$ cat config.mk
export PLATFORM = sky130hd
export DESIGN_NAME = dma_req_pacer
export DESIGN_NICKNAME = d
export VERILOG_FILES = /design/src/rtl/dma_rg_pkg.sv /design/src/rtl/rg_window.sv /design/src/rtl/rg_count.sv /design/src/rtl/dma_req_pacer.sv
export SDC_FILE = /design/constraint.sdc
export NUM_CORES = 1
export LEC_CHECK = 0
export BUFFER_PORTS_ARGS = -buffer_cell sky130_fd_sc_hd__buf_4
export CAP_MARGIN = 20
export CORE_AREA = 2 2 63 65
export CTS_BUF_LIST = sky130_fd_sc_hd__clkbuf_4 sky130_fd_sc_hd__clkbuf_8 sky130_fd_sc_hd__clkbuf_16
export DETAILED_ROUTE_END_ITERATION = 7
export DIE_AREA = 0 0 65 67
export GPL_ROUTABILITY_DRIVEN = 0
export PLACE_DENSITY = 0.75
export SYNTH_ARGS = -nofsm -noshare
export SYNTH_HDL_FRONTEND = slang
export SYNTH_SLANG_ARGS = --single-unit
export TNS_END_PERCENT = 30
$ cat constraint.sdc
create_clock -name clk_i -period 1.76 [get_ports clk_i]
set_input_delay 0.264 -clock clk_i [delete_from_list [all_inputs] [get_ports clk_i]]
set_output_delay 0.264 -clock clk_i [all_outputs]
set_load 0.01 [all_outputs]
$ cat src/rtl/dma_rg_pkg.sv
package dma_rg_pkg;
  typedef enum logic [1:0] {
    MODE_FULL = 2'b00,
    MODE_CAP  = 2'b01,
    MODE_DEV  = 2'b10,
    MODE_RSV  = 2'b11
  } pace_mode_e;

  // share code -> allotment in eighths of a window
  function automatic int unsigned share_eighths(input logic [1:0] share);
    case (share)
      2'b00:   return 1;
      2'b01:   return 2;
      2'b10:   return 4;
      default: return 6;
    endcase
  endfunction
endpackage

$ cat src/rtl/rg_window.sv
module rg_window #(
  parameter int unsigned WIN_W = 10
) (
  input  logic       clk_i,
  input  logic       rst_ni,
  input  logic       run_i,
  input  logic [1:0] share_i,
  output logic       open_o
);
  import dma_rg_pkg::*;

  localparam int unsigned SHIFT = WIN_W - 3;

  logic [WIN_W-1:0] pos_q;
  logic [WIN_W:0]   limit;

  always_ff @(posedge clk_i or negedge rst_ni) begin
    if (!rst_ni)     pos_q <= '0;
    else if (!run_i) pos_q <= '0;
    else             pos_q <= pos_q + 1'b1;
  end

  assign limit  = (WIN_W+1)'(share_eighths(share_i)) << SHIFT;
  assign open_o = {1'b0, pos_q} < limit;


  win_start_chk: assert property (@(posedge clk_i) disable iff (!rst_ni)
    $rose(run_i) |-> pos_q == '0);
endmodule

$ cat src/rtl/rg_count.sv
module rg_count #(
  parameter int unsigned CNT_W = 16
) (
  input  logic             clk_i,
  input  logic             rst_ni,
  input  logic             load_i,
  input  logic [CNT_W-1:0] load_val_i,
  input  logic             dec_i,
  output logic [CNT_W-1:0] cnt_o,
  output logic             last_o,
  output logic             done_o
);
  logic [CNT_W-1:0] cnt_q;
  logic             done_q;

  always_ff @(posedge clk_i or negedge rst_ni) begin
    if (!rst_ni)     cnt_q <= '0;
    else if (load_i) cnt_q <= load_val_i;
    else if (dec_i)  cnt_q <= cnt_q - 1'b1;
  end

  assign last_o = dec_i && !load_i && (cnt_q == CNT_W'(1));

  always_ff @(posedge clk_i or negedge rst_ni) begin
    if (!rst_ni) done_q <= 1'b0;
    else         done_q <= last_o;
  end

  assign cnt_o  = cnt_q;
  assign done_o = done_q;


  done_pulse_chk: assert property (@(posedge clk_i) disable iff (!rst_ni)
    done_o |=> !done_o);

  cnt_hold_chk: assert property (@(posedge clk_i) disable iff (!rst_ni)
    (!load_i && !dec_i) |=> $stable(cnt_o));

  done_zero_chk: assert property (@(posedge clk_i) disable iff (!rst_ni)
    done_o |-> cnt_o == '0);
endmodule

$ cat src/rtl/dma_req_pacer.sv
module dma_req_pacer #(
  parameter int unsigned CNT_W = 16,
  parameter int unsigned WIN_W = 10
) (
  input  logic             clk_i,
  input  logic             rst_ni,
  input  logic             run_set_i,
  input  logic             run_clr_i,
  input  logic [1:0]       mode_i,
  input  logic [1:0]       share_i,
  input  logic             cnt_load_i,
  input  logic [CNT_W-1:0] cnt_val_i,
  input  logic             dev_req_i,
  input  logic             bus_gnt_i,
  input  logic             irq_pend_i,
  input  logic             irq_yield_i,
  input  logic             xfer_done_i,
  output logic             bus_req_o,
  output logic [CNT_W-1:0] cnt_o,
  output logic             done_o
);
  import dma_rg_pkg::*;

  logic run_q, win_open, cnt_nz, yield, mode_ok, dec, last;
  pace_mode_e mode;

  assign mode = pace_mode_e'(mode_i);

  always_ff @(posedge clk_i or negedge rst_ni) begin
    if (!rst_ni)                 run_q <= 1'b0;
    else if (last || run_clr_i)  run_q <= 1'b0;
    else if (run_set_i)          run_q <= 1'b1;
  end

  rg_window #(.WIN_W(WIN_W)) u_win (
    .clk_i   (clk_i),
    .rst_ni  (rst_ni),
    .run_i   (run_q),
    .share_i (share_i),
    .open_o  (win_open)
  );

  assign cnt_nz = |cnt_o;
  assign dec    = xfer_done_i && bus_gnt_i && run_q && cnt_nz;

  rg_count #(.CNT_W(CNT_W)) u_cnt (
    .clk_i      (clk_i),
    .rst_ni     (rst_ni),
    .load_i     (cnt_load_i),
    .load_val_i (cnt_val_i),
    .dec_i      (dec),
    .cnt_o      (cnt_o),
    .last_o     (last),
    .done_o     (done_o)
  );

  always_comb begin
    case (mode)
      MODE_FULL: mode_ok = 1'b1;
      MODE_CAP:  mode_ok = win_open;
      MODE_DEV:  mode_ok = dev_req_i;
      default:   mode_ok = 1'b0;
    endcase
  end

  assign yield     = irq_pend_i && irq_yield_i;
  assign bus_req_o = run_q && cnt_nz && !yield && mode_ok;


  irq_yield_chk: assert property (@(posedge clk_i) disable iff (!rst_ni)
    (irq_pend_i && irq_yield_i) |-> !bus_req_o);

  clr_drop_chk: assert property (@(posedge clk_i) disable iff (!rst_ni)
    run_clr_i |=> !bus_req_o);

  clr_keep_cnt_chk: assert property (@(posedge clk_i) disable iff (!rst_ni)
    (run_clr_i && !cnt_load_i && !xfer_done_i) |=> $stable(cnt_o));

  rsv_mode_chk: assert property (@(posedge clk_i) disable iff (!rst_ni)
    (mode_i == 2'b11) |-> !bus_req_o);

  cap_window_chk: assert property (@(posedge clk_i) disable iff (!rst_ni)
    (mode_i == 2'b01 && !win_open) |-> !bus_req_o);

  done_drop_chk: assert property (@(posedge clk_i) disable iff (!rst_ni)
    done_o |-> !bus_req_o);
endmodule

## After elaboration in Yosys (flattened, before gate mapping)

Index checks and enable logic that the tools add are counted.

| operators by class | value |
|---|---|
| add/subtract/negate cells | 2 |
| magnitude comparators | 1 |
| eq/ne operators | 5 |
| mux-type cells | 7 |
| reduce and logical (&&, ||, !) cells | 17 |

Operator list:

| kind | number |
|---|---|
| $mux W16 | 2 |
| $eq A16 B1 Y1 const B | 1 |
| $reduce_or A16 Y1 | 1 |
| $sub A16 B1 Y16 const B | 1 |
| $add A10 B1 Y10 const B | 1 |
| $lt A10 B10 Y1 | 1 |
| $mux W10 | 1 |
| $logic_and A1 B1 Y1 | 9 |
| $pmux W3 S3 | 1 |
| $eq A2 B1 Y1 const B | 2 |
| $eq A2 B2 Y1 const B | 2 |
| $logic_not A2 Y1 | 2 |
| $reduce_bool A2 Y1 | 2 |
| $pmux W1 S3 | 1 |
| $logic_not A1 Y1 | 2 |
| $mux W1 | 2 |
| $logic_or A1 B1 Y1 | 1 |

| storage, ports and cells | value |
|---|---|
| register bits after elaboration | 28 |
| input port bits | 30 |
| output and inout bits | 18 |
| word-level logic and storage cells | 36 |

## Depth between registers and ports, before layout

Gate-level depths: netlist of the first run.

| logic depth | value |
|---|---|
| depth after elaboration | 7 |
| mapped depth | 8 |
| gate-level depth less buffers | 6 |

## Hierarchy

From an unflattened synthesis of the first run, not the netlist that was laid out.

| unflattened totals | value |
|---|---|
| cell total of the unflattened synthesis | 184 |
| area, all modules | 1694.1 um^2 |

By module, submodules not included:

| module | times used | cells an instance | area each (um^2) | sequential area each (um^2) |
|---|---|---|---|---|
| rg_count | 1 | 120 | 1088.5 | 425.4 |
| rg_window | 1 | 50 | 496.7 | 250.2 |
| dma_req_pacer | 1 | 14 | 108.9 | 25.0 |

## Least setup slack after synthesis of the first run

Ideal clock, no wire load.

| path | value |
|---|---|
| path kind | register to register |
| start point | reg u_cnt.cnt_q[0], in the netlist u_cnt.cnt_o[0] |
| end point | reg u_cnt.cnt_q[4], in the netlist u_cnt.cnt_o[4] |
| setup time | 0.069 ns |
| data arrival time | 1.938 ns |
| data required time | 1.691 ns |
| setup slack | -0.248 ns |
| stages on the path, launching flop included | 8 |
| path buffers | 1 |
| period minus slack after synthesis | 2.008 ns |
| path through | dfrtp_1 inv_1 ha_1 nor4b_1 and4_2 buf_2 or4_2 nand3_1 |

| between the ends | value |
|---|---|
| word-level cells in the longest chain between the ends | 3 |
| elaborated cells on any way between the ends | 6 |
| classes of those cells | 1 x add/sub; 2 x mux; 3 x reduce/logical |

Ends and longest elaborated chain:

| item | RTL line | RTL |
|---|---|---|
| start: declaration | rg_count.sv:13 | `logic [CNT_W-1:0] cnt_q;` |
| start signal: assignment | rg_count.sv:18 | `else if (load_i) cnt_q <= load_val_i;` |
| start signal: assignment | rg_count.sv:19 | `else if (dec_i) cnt_q <= cnt_q - 1'b1;` |
| $sub A16 B1 Y16 or $reduce_or A16 Y1 (tied branches) | rg_count.sv:19, dma_req_pacer.sv:43 |  |
| $mux W16 or $logic_and A1 B1 Y1 (tied branches) | rg_count.sv:19, dma_req_pacer.sv:44 |  |
| $mux W16 or $reduce_bool A2 Y1 (tied branches) | n/a |  |

Several ways; a longest one is shown, not always the timed one. The select of a mux whose other input is x is not followed.
A chain may end at the register's enable or synchronous reset.

## Worst setup path in the final report of the first run

| path | value |
|---|---|
| start point | reg u_cnt.cnt_q[0], in the netlist u_cnt.cnt_o[0] |
| end point | out bus_req_o |

| between the ends | value |
|---|---|
| word-level cells in the longest chain between the ends | 4 |

Ends and longest elaborated chain:

| item | RTL line | RTL |
|---|---|---|
| $reduce_or A16 Y1 | dma_req_pacer.sv:43 | `assign cnt_nz = \|cnt_o;` |
| $logic_and A1 B1 Y1 (3 in series) | dma_req_pacer.sv:67 | `assign bus_req_o = run_q && cnt_nz && !yield && mode_ok;` |
| end: declaration | dma_req_pacer.sv:18 | `output logic bus_req_o,` |

No other way between the ends.

==> out/metrics.yaml, run 1 <==
floorplan:
  rows: 22
  ioPinCount: 48
  fp.coreArea_mm2: 0.00361
  die_area_mm2: 0.00436
  die_x_um: 65
  start_util_pct: 46.7
  die-height_um: 67
global_route:
  track_usage_pct: 19.8
  grt_pass1_vias: 1477
  grt-ovfl-total: 0
  grt_max_degree: 29
  grt_antenna_before_repair: 0
  grt_pass1_wl_mm: 6.60
cells_and_area:
  finalNetCount: 284
  final_util_pct: 66.3
  final_layout_size_suffix_gt1_share_pct: 39.7
  design_area_mm2: 0.00239
  fillers: 299
  areaGrowthSynthToFinish_pct: 42.0
  antenna_cells: 0
detailed_routing:
  drt_iter0_drc: 86
  num_vias: 1606
  ant_nets: 0
  drt-total-wl_mm: 4.01
  drtPass1Iterations: 4
  drcViolationCount: 0
  vias_per_cell: 5.44
  route.detailed.wl_per_inst_um: 13.6
yosys:
  synth-warning-count: 0
  syn_inst: 180
  syn_nets: 216
  synth-seq-area-share_pct: 41.6
  ys_seq_elements: 28
  syn_area_per_cell_um2: 9.36
  synth_area_mm2: 0.00168
  yosys.cell_types.count: 39
worst_setup_path:
  crit_path_start_kind: "flip-flop"
  critPathArrivalTime_ps: 1610
  r2r_cells: 7
  path_class: "flip-flop to output pin"
  cp_cell_sequence: "inv_4, ha_4, nor4b_4, and4_4, a211oi_2, buf_4"
  crit_buf_inv: 2
  slowest_stage: "dfrtp_2"
  slowest_delay_ps: 450
  cp_top_family: "simple AND/OR/NAND/NOR gates"
  end_kind: "output pin"
  worstPathMaxFanout: 4
  required_ps: 1500
  path_depth: 6
placed_design:
  port_buffers: 47
  hpwl_mm: 2.94
  post-place-ws_ps: -10.6
  dpl_cell_area_mm2: 0.00223
clock_network:
  cts_root_buf: "clkbuf_8"
  cts_sinks: 28
  path_clk_slew_ps: 90
  cts_inserted_buffers: 3
  cts_buffer_depth: 2
  worstSkewPairLatency_ps: 280
  ctsHtreeMaxLevel: 1
  cts_tree: "yes"
status:
  status: "complete, but fails checks"
  violations: "negative setup slack"
timing:
  slew_headroom_pct: 76.7
  fmax_mhz: 533
  period_share_pct: 107
  fin_ws_ps: -117
  fin_tns_setup_ps: -119
  hold_viol: 0
  fin_worst_skew_ps: 11.0
  min_period_ps: 1880
  tightest_slew_ps: 350
  rsz0062_at_grt: "true"
  setup_viol: 2
  slew_violations: 0
flow_run:
  cap_viol_max_count: 0
power:
  power_density_mw_per_mm2: 631
  p_leak_nw: 1.09
  ir_drop_mv: 0.446
worst_hold_path:
  whs_path_depth: 2
  hold_path.class: "primary input to flip-flop"
cells in the mapped netlist (all sizes together):
master	number	area [um^2]
nor4	2	27.5
or2	2	12.5
mux2	1	11.3
xor2	2	17.5
and2	10	62.6
dfrtp	28	701
ha	6	75.1
mux2i	1	10.0
nor2	14	52.6
and3	3	18.8
inv	8	30.0
nand2b	2	12.5
buf	3	21.3
or3	6	37.5
nor3	3	15.0
nor4b	1	8.76
a2111o	1	11.3
and4	2	18.8
clkbuf	5	18.8
o31ai	5	37.5
o21ai	6	30.0
a211oi	1	7.51
nand4b	2	17.5
clkinv	1	3.75
nand2	9	33.8
o31a	1	8.76
nand4	7	58.8
nand3	13	65.1
nor2b	1	6.26
o211ai	6	45.0
or4	12	91.3
a21o	1	7.51
xnor2	6	52.6
a31oi	9	56.3
cell families after synthesis:
logic type                 count (synthesis)  synth area share (%)
AOI/OAI and AO/OA                         30                  12.1
DFF                                       28                  41.6
and+or+nand+nor                           89                  32.0
buffers and inverters                     17                  4.38
xor gates and xnor gates                   8                  4.16
adders and majority gates                  6                  4.46
muxes                                      2                  1.26
per-layer routing:
layer | track usage (%) | share of wire (%)
met5 | 0 | 0
met1 | 25.6 | 47
met4 | 7.71 | 1.5
met2 | 32.9 | 45
met3 | 3.55 | 6.1
cells in the final DEF, fill, tap and decap left out, drive strengths merged, types with 4 or more instances in the layout:
cell type and count:
nand2 9, buf 70, nor2 14, nand3 13
inv 8, or3 6, nand4 7, o31ai 5
o211ai 6, a31oi 9, dfrtp 28, ha 6
and2 10, or4 12, o21ai 6, clkbuf 4
xnor2 6
flip-flops by register name (all words and copies together) (netlist names):
name	count
u_cnt.cnt_o	16
u_cnt.done_o	1
run_q	1
u_win.pos_q	10
worst paths after layout:
kind                                                 start                           to  slack [ps]
min in group asynchronous                           rst_ni   u_cnt.cnt_o[4]$_DFFE_PN0P_         430
worst max register to register  u_cnt.cnt_o[1]$_DFFE_PN0P_  u_cnt.cnt_o[14]$_DFFE_PN0P_           0
worst min-delay path                             run_clr_i            run_q$_DFFE_PN0P_         150
max in group asynchronous                           rst_ni   u_cnt.cnt_o[0]$_DFFE_PN0P_        1040
worst max-delay path            u_cnt.cnt_o[0]$_DFFE_PN0P_                    bus_req_o        -120
worst min register to register    u_win.pos_q[0]$_DFF_PN0_     u_win.pos_q[0]$_DFF_PN0_         480
area by class of cell:
cell class	count	area (um^2)	share of cell area [%]
clock buffer	4	55.1	2.30
inverter	9	38.8	1.62
multi-input combinational	135	985	41.2
sequential	28	706	29.5
tap	48	60.1	2.51
timing repair buffer	71	547	22.9
power breakdown:
group	switching (mW)	leakage, nW	total (mW)	internal, mW
sequential	0.0565	0.346	0.740	0.684
combinational	0.166	0.714	0.367	0.201
clock	0.201	0.0288	0.401	0.200
through the flow:
stage	total power [mW]	instances	hold slack, ps
2_1_floorplan	0.885	180	-31.6
3_3_place_gp	1.08	285	207
3_5_place_dp	1.09	285	203
4_1_cts	1.49	295	147
5_1_grt	1.58	295	146
6_report	1.51	295	148
timing repair:
action,in CTS,in global routing
gates resized for setup,2,16
buffers inserted,5,0
cloned,0,0
hold buffers,1,0
pin swaps,5,5
hold endpoints to repair,28,0
endpoints found under the setup margin,3,11
Note: power is estimated with default switching activity, not from simulation.
==> run 2, diff against run 1 <==
--- a/config.mk
+++ b/config.mk
@@ -5,14 +5,15 @@
 export SDC_FILE = /design/constraint.sdc
 export NUM_CORES = 1
 export LEC_CHECK = 0
+export ABC_AREA = 1
 export BUFFER_PORTS_ARGS = -buffer_cell sky130_fd_sc_hd__buf_4
 export CAP_MARGIN = 20
-export CORE_AREA = 2 2 63 65
+export CORE_AREA = 2 2 61 63
 export CTS_BUF_LIST = sky130_fd_sc_hd__clkbuf_4 sky130_fd_sc_hd__clkbuf_8 sky130_fd_sc_hd__clkbuf_16
 export DETAILED_ROUTE_END_ITERATION = 7
-export DIE_AREA = 0 0 65 67
+export DIE_AREA = 0 0 63 65
 export GPL_ROUTABILITY_DRIVEN = 0
-export PLACE_DENSITY = 0.75
+export PLACE_DENSITY_LB_ADDON = 0.15
 export SYNTH_ARGS = -nofsm -noshare
 export SYNTH_HDL_FRONTEND = slang
 export SYNTH_SLANG_ARGS = --single-unit
==> constraint.sdc (replaced) <==
create_clock -name clk_i -period 2.25 [get_ports clk_i]
set_input_delay 0.3375 -clock clk_i [delete_from_list [all_inputs] [get_ports clk_i]]
set_output_delay 0.3375 -clock clk_i [all_outputs]
set_load 0.01 [all_outputs]
==> run 2 against run 1 <==
  * Largest power group unchanged
  * Sequential share of layout area up 1.1 points
  * The run now ends clean
  * Clock skew is 8.3 ps lower
  * Routed wire length is 8.3% higher
  * First-iteration DRC count is 3.5% lower
==> out/metrics.yaml, run 2 <==
timing:
  fin_worst_skew_ps: 2.74  # -8.25 ps
  hold_viol: 0  # unchanged
  period_share_pct: 91.6
  tightest_slew_ps: 643  # +293 ps
  fmax_mhz: 485
  timing.hold.ws_ps: 207  # +59.6 ps
  slew_headroom_pct: 57.1  # -20 points
  min_period_ps: 2060
  fin_tns_setup_ps: 0  # +119 ps
  setup_viol: 0  # -2
  rsz0062_at_grt: "false"
  slew_violations: 0  # unchanged
detailed_routing:
  drt_iter0_drc: 83  # -3.5%
  vias_per_cell: 5.10  # -6.4%
  route.detailed.wl_per_inst_um: 12.2  # -10%
  drtPass1Iterations: 4  # unchanged
  drcViolationCount: 0  # unchanged
  drt-total-wl_mm: 4.34  # +8.3%
  ant_nets: 0  # unchanged
  num_vias: 1815  # +13%
status:
  status: "finished, final reports clean"
clock_network:
  cts_buffer_depth: 2  # unchanged
  cts_inserted_buffers: 3  # unchanged
  worstSkewPairLatency_ps: 330  # +50 ps
  path_clk_slew_ps: 160  # +70 ps
  cts-resized-gates: 0  # -2
  cts_root_buf: "clkbuf_4"
  ctsHtreeMaxLevel: 1  # unchanged
  cts_sinks: 28  # unchanged
  post_cts_buffers: 0  # -5
  cts_tree: "yes"
yosys:
  synth_adder_area_share_pct: 4.05  # -0.41 points
  async_reset_ff_share_pct: 100  # unchanged
  synth_area_mm2: 0.00186  # +10%
  synth_area_leaders: "dfrtp_1 (38%), nand2_1 (15%), nand3_1 (8.9%)"
  yosysTopAreaCellShare_pct: 37.8  # -3.8 points
  synth_xor_area_share_pct: 1.89  # -2.3 points
  synth-warning-count: 0  # unchanged
  syn_inst: 262  # +46%
  synth-seq-area-share_pct: 37.8  # -3.8 points
  synth_top_cell_by_area: "dfrtp_1"
  synthSimpleGateAreaFrac_pct: 41.1  # +9.1 points
  synth_compound_area_share_pct: 7.28  # -4.8 points
  yosys.cell_types.count: 30  # -23%
  synth.most_common_cell: "nand2_1"
  synth.area.mux_share_pct: 0  # -1.3 points
  ys_seq_elements: 28  # unchanged
  synthFlopType: "dfrtp_1"
  synthTopCellsByCount: "nand2_1 (74), nand3_1 (33), nor2_1 (33), dfrtp_1 (28), inv_1 (25)"
  syn_nets: 298  # +38%
  synth_edf_count: 0  # unchanged
  syn_area_per_cell_um2: 7.08  # -24%
  synth_top_family_by_area: "simple AND/OR/NAND/NOR gates"
global_route:
  grt_pass1_vias: 1700  # +15%
  grt_pass1_wl_mm: 7.42  # +12%
  grt-ovfl-total: 0  # unchanged
  grt_max_degree: 29  # unchanged
  track_usage_pct: 22.8  # +3.0 points
  grt_antenna_before_repair: 0  # unchanged
floorplan:
  fp.coreArea_mm2: 0.00350  # -3.1%
  die_x_um: 63  # -3.1%
  start_util_pct: 53.1  # +6.4 points
  ioPinCount: 48  # unchanged
  rows: 22  # unchanged
  die-height_um: 65  # -3.0%
  die_area_mm2: 0.00410  # -6.0%
worst_setup_path:
  cp_cell_sequence: "inv_1, ha_1, nand2_1, nor2_1, nand2_2, nand4_1, a21oi_1, buf_4"
  crit_path_start_kind: "flip-flop"
  path_class: "flip-flop to output pin"
  critPathArrivalTime_ps: 1720  # +110 ps
  end_kind: "output pin"
  worstPathMaxFanout: 5  # +1
  slowest_stage: "dfrtp_1"
  cp_top_family: "flip-flops"
  crit_buf_inv: 2  # unchanged
  slowest_delay_ps: 430  # -20 ps
  required_ps: 1910  # +410 ps
cells_and_area:
  final_layout_size_suffix_gt1_share_pct: 24.0  # -16 points
  antenna_cells: 0  # unchanged
  final_util_pct: 65.5  # -0.81 points
  final_common_cell: "nand2_1"
  areaGrowthSynthToFinish_pct: 23.4
  finalNetCount: 345  # +21%
  largest_register_ffs: 16  # unchanged
  fillers: 327  # +9.4%
  mostFrequentLayoutCells: "nand2_1 (74), buf_4 (48), nand3_1 (33), nor2_1 (33), dfrtp_1 (28)"
power:
  p_leak_nw: 1.18  # +8.0%
  power_density_mw_per_mm2: 573  # -9.1%
  ir_drop_mv: 0.318  # -29%
worst_hold_path:
  hold_path.class: "primary input to flip-flop"
placed_design:
  hpwl_mm: 3.27  # +11%
  port_buffers: 47  # unchanged
flow_run:
  cap_viol_max_count: 0  # unchanged
[run 2: cell count changes after synthesis, moves of 8 or more]
cell | before | now
a31oi_1 | 9 | 1
and2_1 | 10 | 1
inv_1 | 8 | 25
nand2_1 | 9 | 74
nand3_1 | 13 | 33
nor2_1 | 14 | 33
or4_1 | 11 | 0
[run 2: final timing paths]
check	startpoint	to	slack, ps	depth (start not counted)
max in group asynchronous	rst_ni	u_cnt.cnt_o[10]$_DFFE_PN0P_	1540	2
min reg2reg	u_win.pos_q[0]$_DFF_PN0_	u_win.pos_q[0]$_DFF_PN0_	480	1
min in group asynchronous	rst_ni	u_win.pos_q[1]$_DFF_PN0_	440	2
max reg2reg	u_cnt.cnt_o[0]$_DFFE_PN0P_	u_cnt.cnt_o[4]$_DFFE_PN0P_	510	9
max	u_cnt.cnt_o[0]$_DFFE_PN0P_	bus_req_o	190	8
min	cnt_val_i[11]	u_cnt.cnt_o[11]$_DFFE_PN0P_	210	3
[run 2: metal layers]
layer	global-route usage [%]	up-vias	routed length, um
met3	2.60	10	199
met2	41.5	48	2240
li1	-	929	-
met5	0	-	0
met4	8.33	0	110
met1	27.6	828	1790
[run 2: per-stage QoR]
step	cells	total power, mW	setup WS, ps	instance area [um^2]
2_1_floorplan	262	0.826	705	1860
5_1_grt	356	1.40	66.3	2290
3_5_place_dp	351	0.984	529	2230
6_report	356	1.31	188	2290
3_3_place_gp	351	0.978	595	2230
4_1_cts	356	1.32	175	2290
[run 2: repair_timing]
| action | CTS | global route |
|---|---|---|
| setup endpoints to repair | 0 | 0 |
| endpoints found under the hold margin | 28 | 0 |
| hold buffers | 1 | 0 |
[run 2: report_power, final]
part	switching, mW	total (mW)	internal (mW)
Combinational	0.198	0.366	0.168
Clock	0.159	0.339	0.180
Sequential	0.0638	0.608	0.544
[run 2: worst register-to-register path, delay by kind of cell, from the launching register on]
kind | cells | cell delay (ps)
AOI/OAI and AO/OA | 1 | 60
adders and majority gates | 1 | 170
buffers and inverters | 1 | 150
DFF | 1 | 450
and+or+nand+nor | 6 | 820
[run 2: layout make-up]
| class | instances | area (um^2) | area share [%] |
|---|---|---|---|
| clock buffers | 3 | 22.5 | 0.984 |
| repair buffers | 49 | 370 | 16.2 |
| well taps | 48 | 60.1 | 2.62 |
| multi-input cells | 201 | 1010 | 44.0 |
| inverters | 26 | 97.6 | 4.26 |
| clock inverters | 1 | 30.0 | 1.31 |
| flip-flops and latches | 28 | 701 | 30.6 |
[run 2: kinds of logic after synthesis]
| kind of cell | Yosys count |
|---|---|
| XOR/XNOR | 4 |
| AND/OR/NAND/NOR | 168 |
| AO/OA/AOI/OAI | 23 |
| flip-flops | 28 |
| adder cells (fa/ha/maj) | 6 |
| buffers and inverters | 33 |
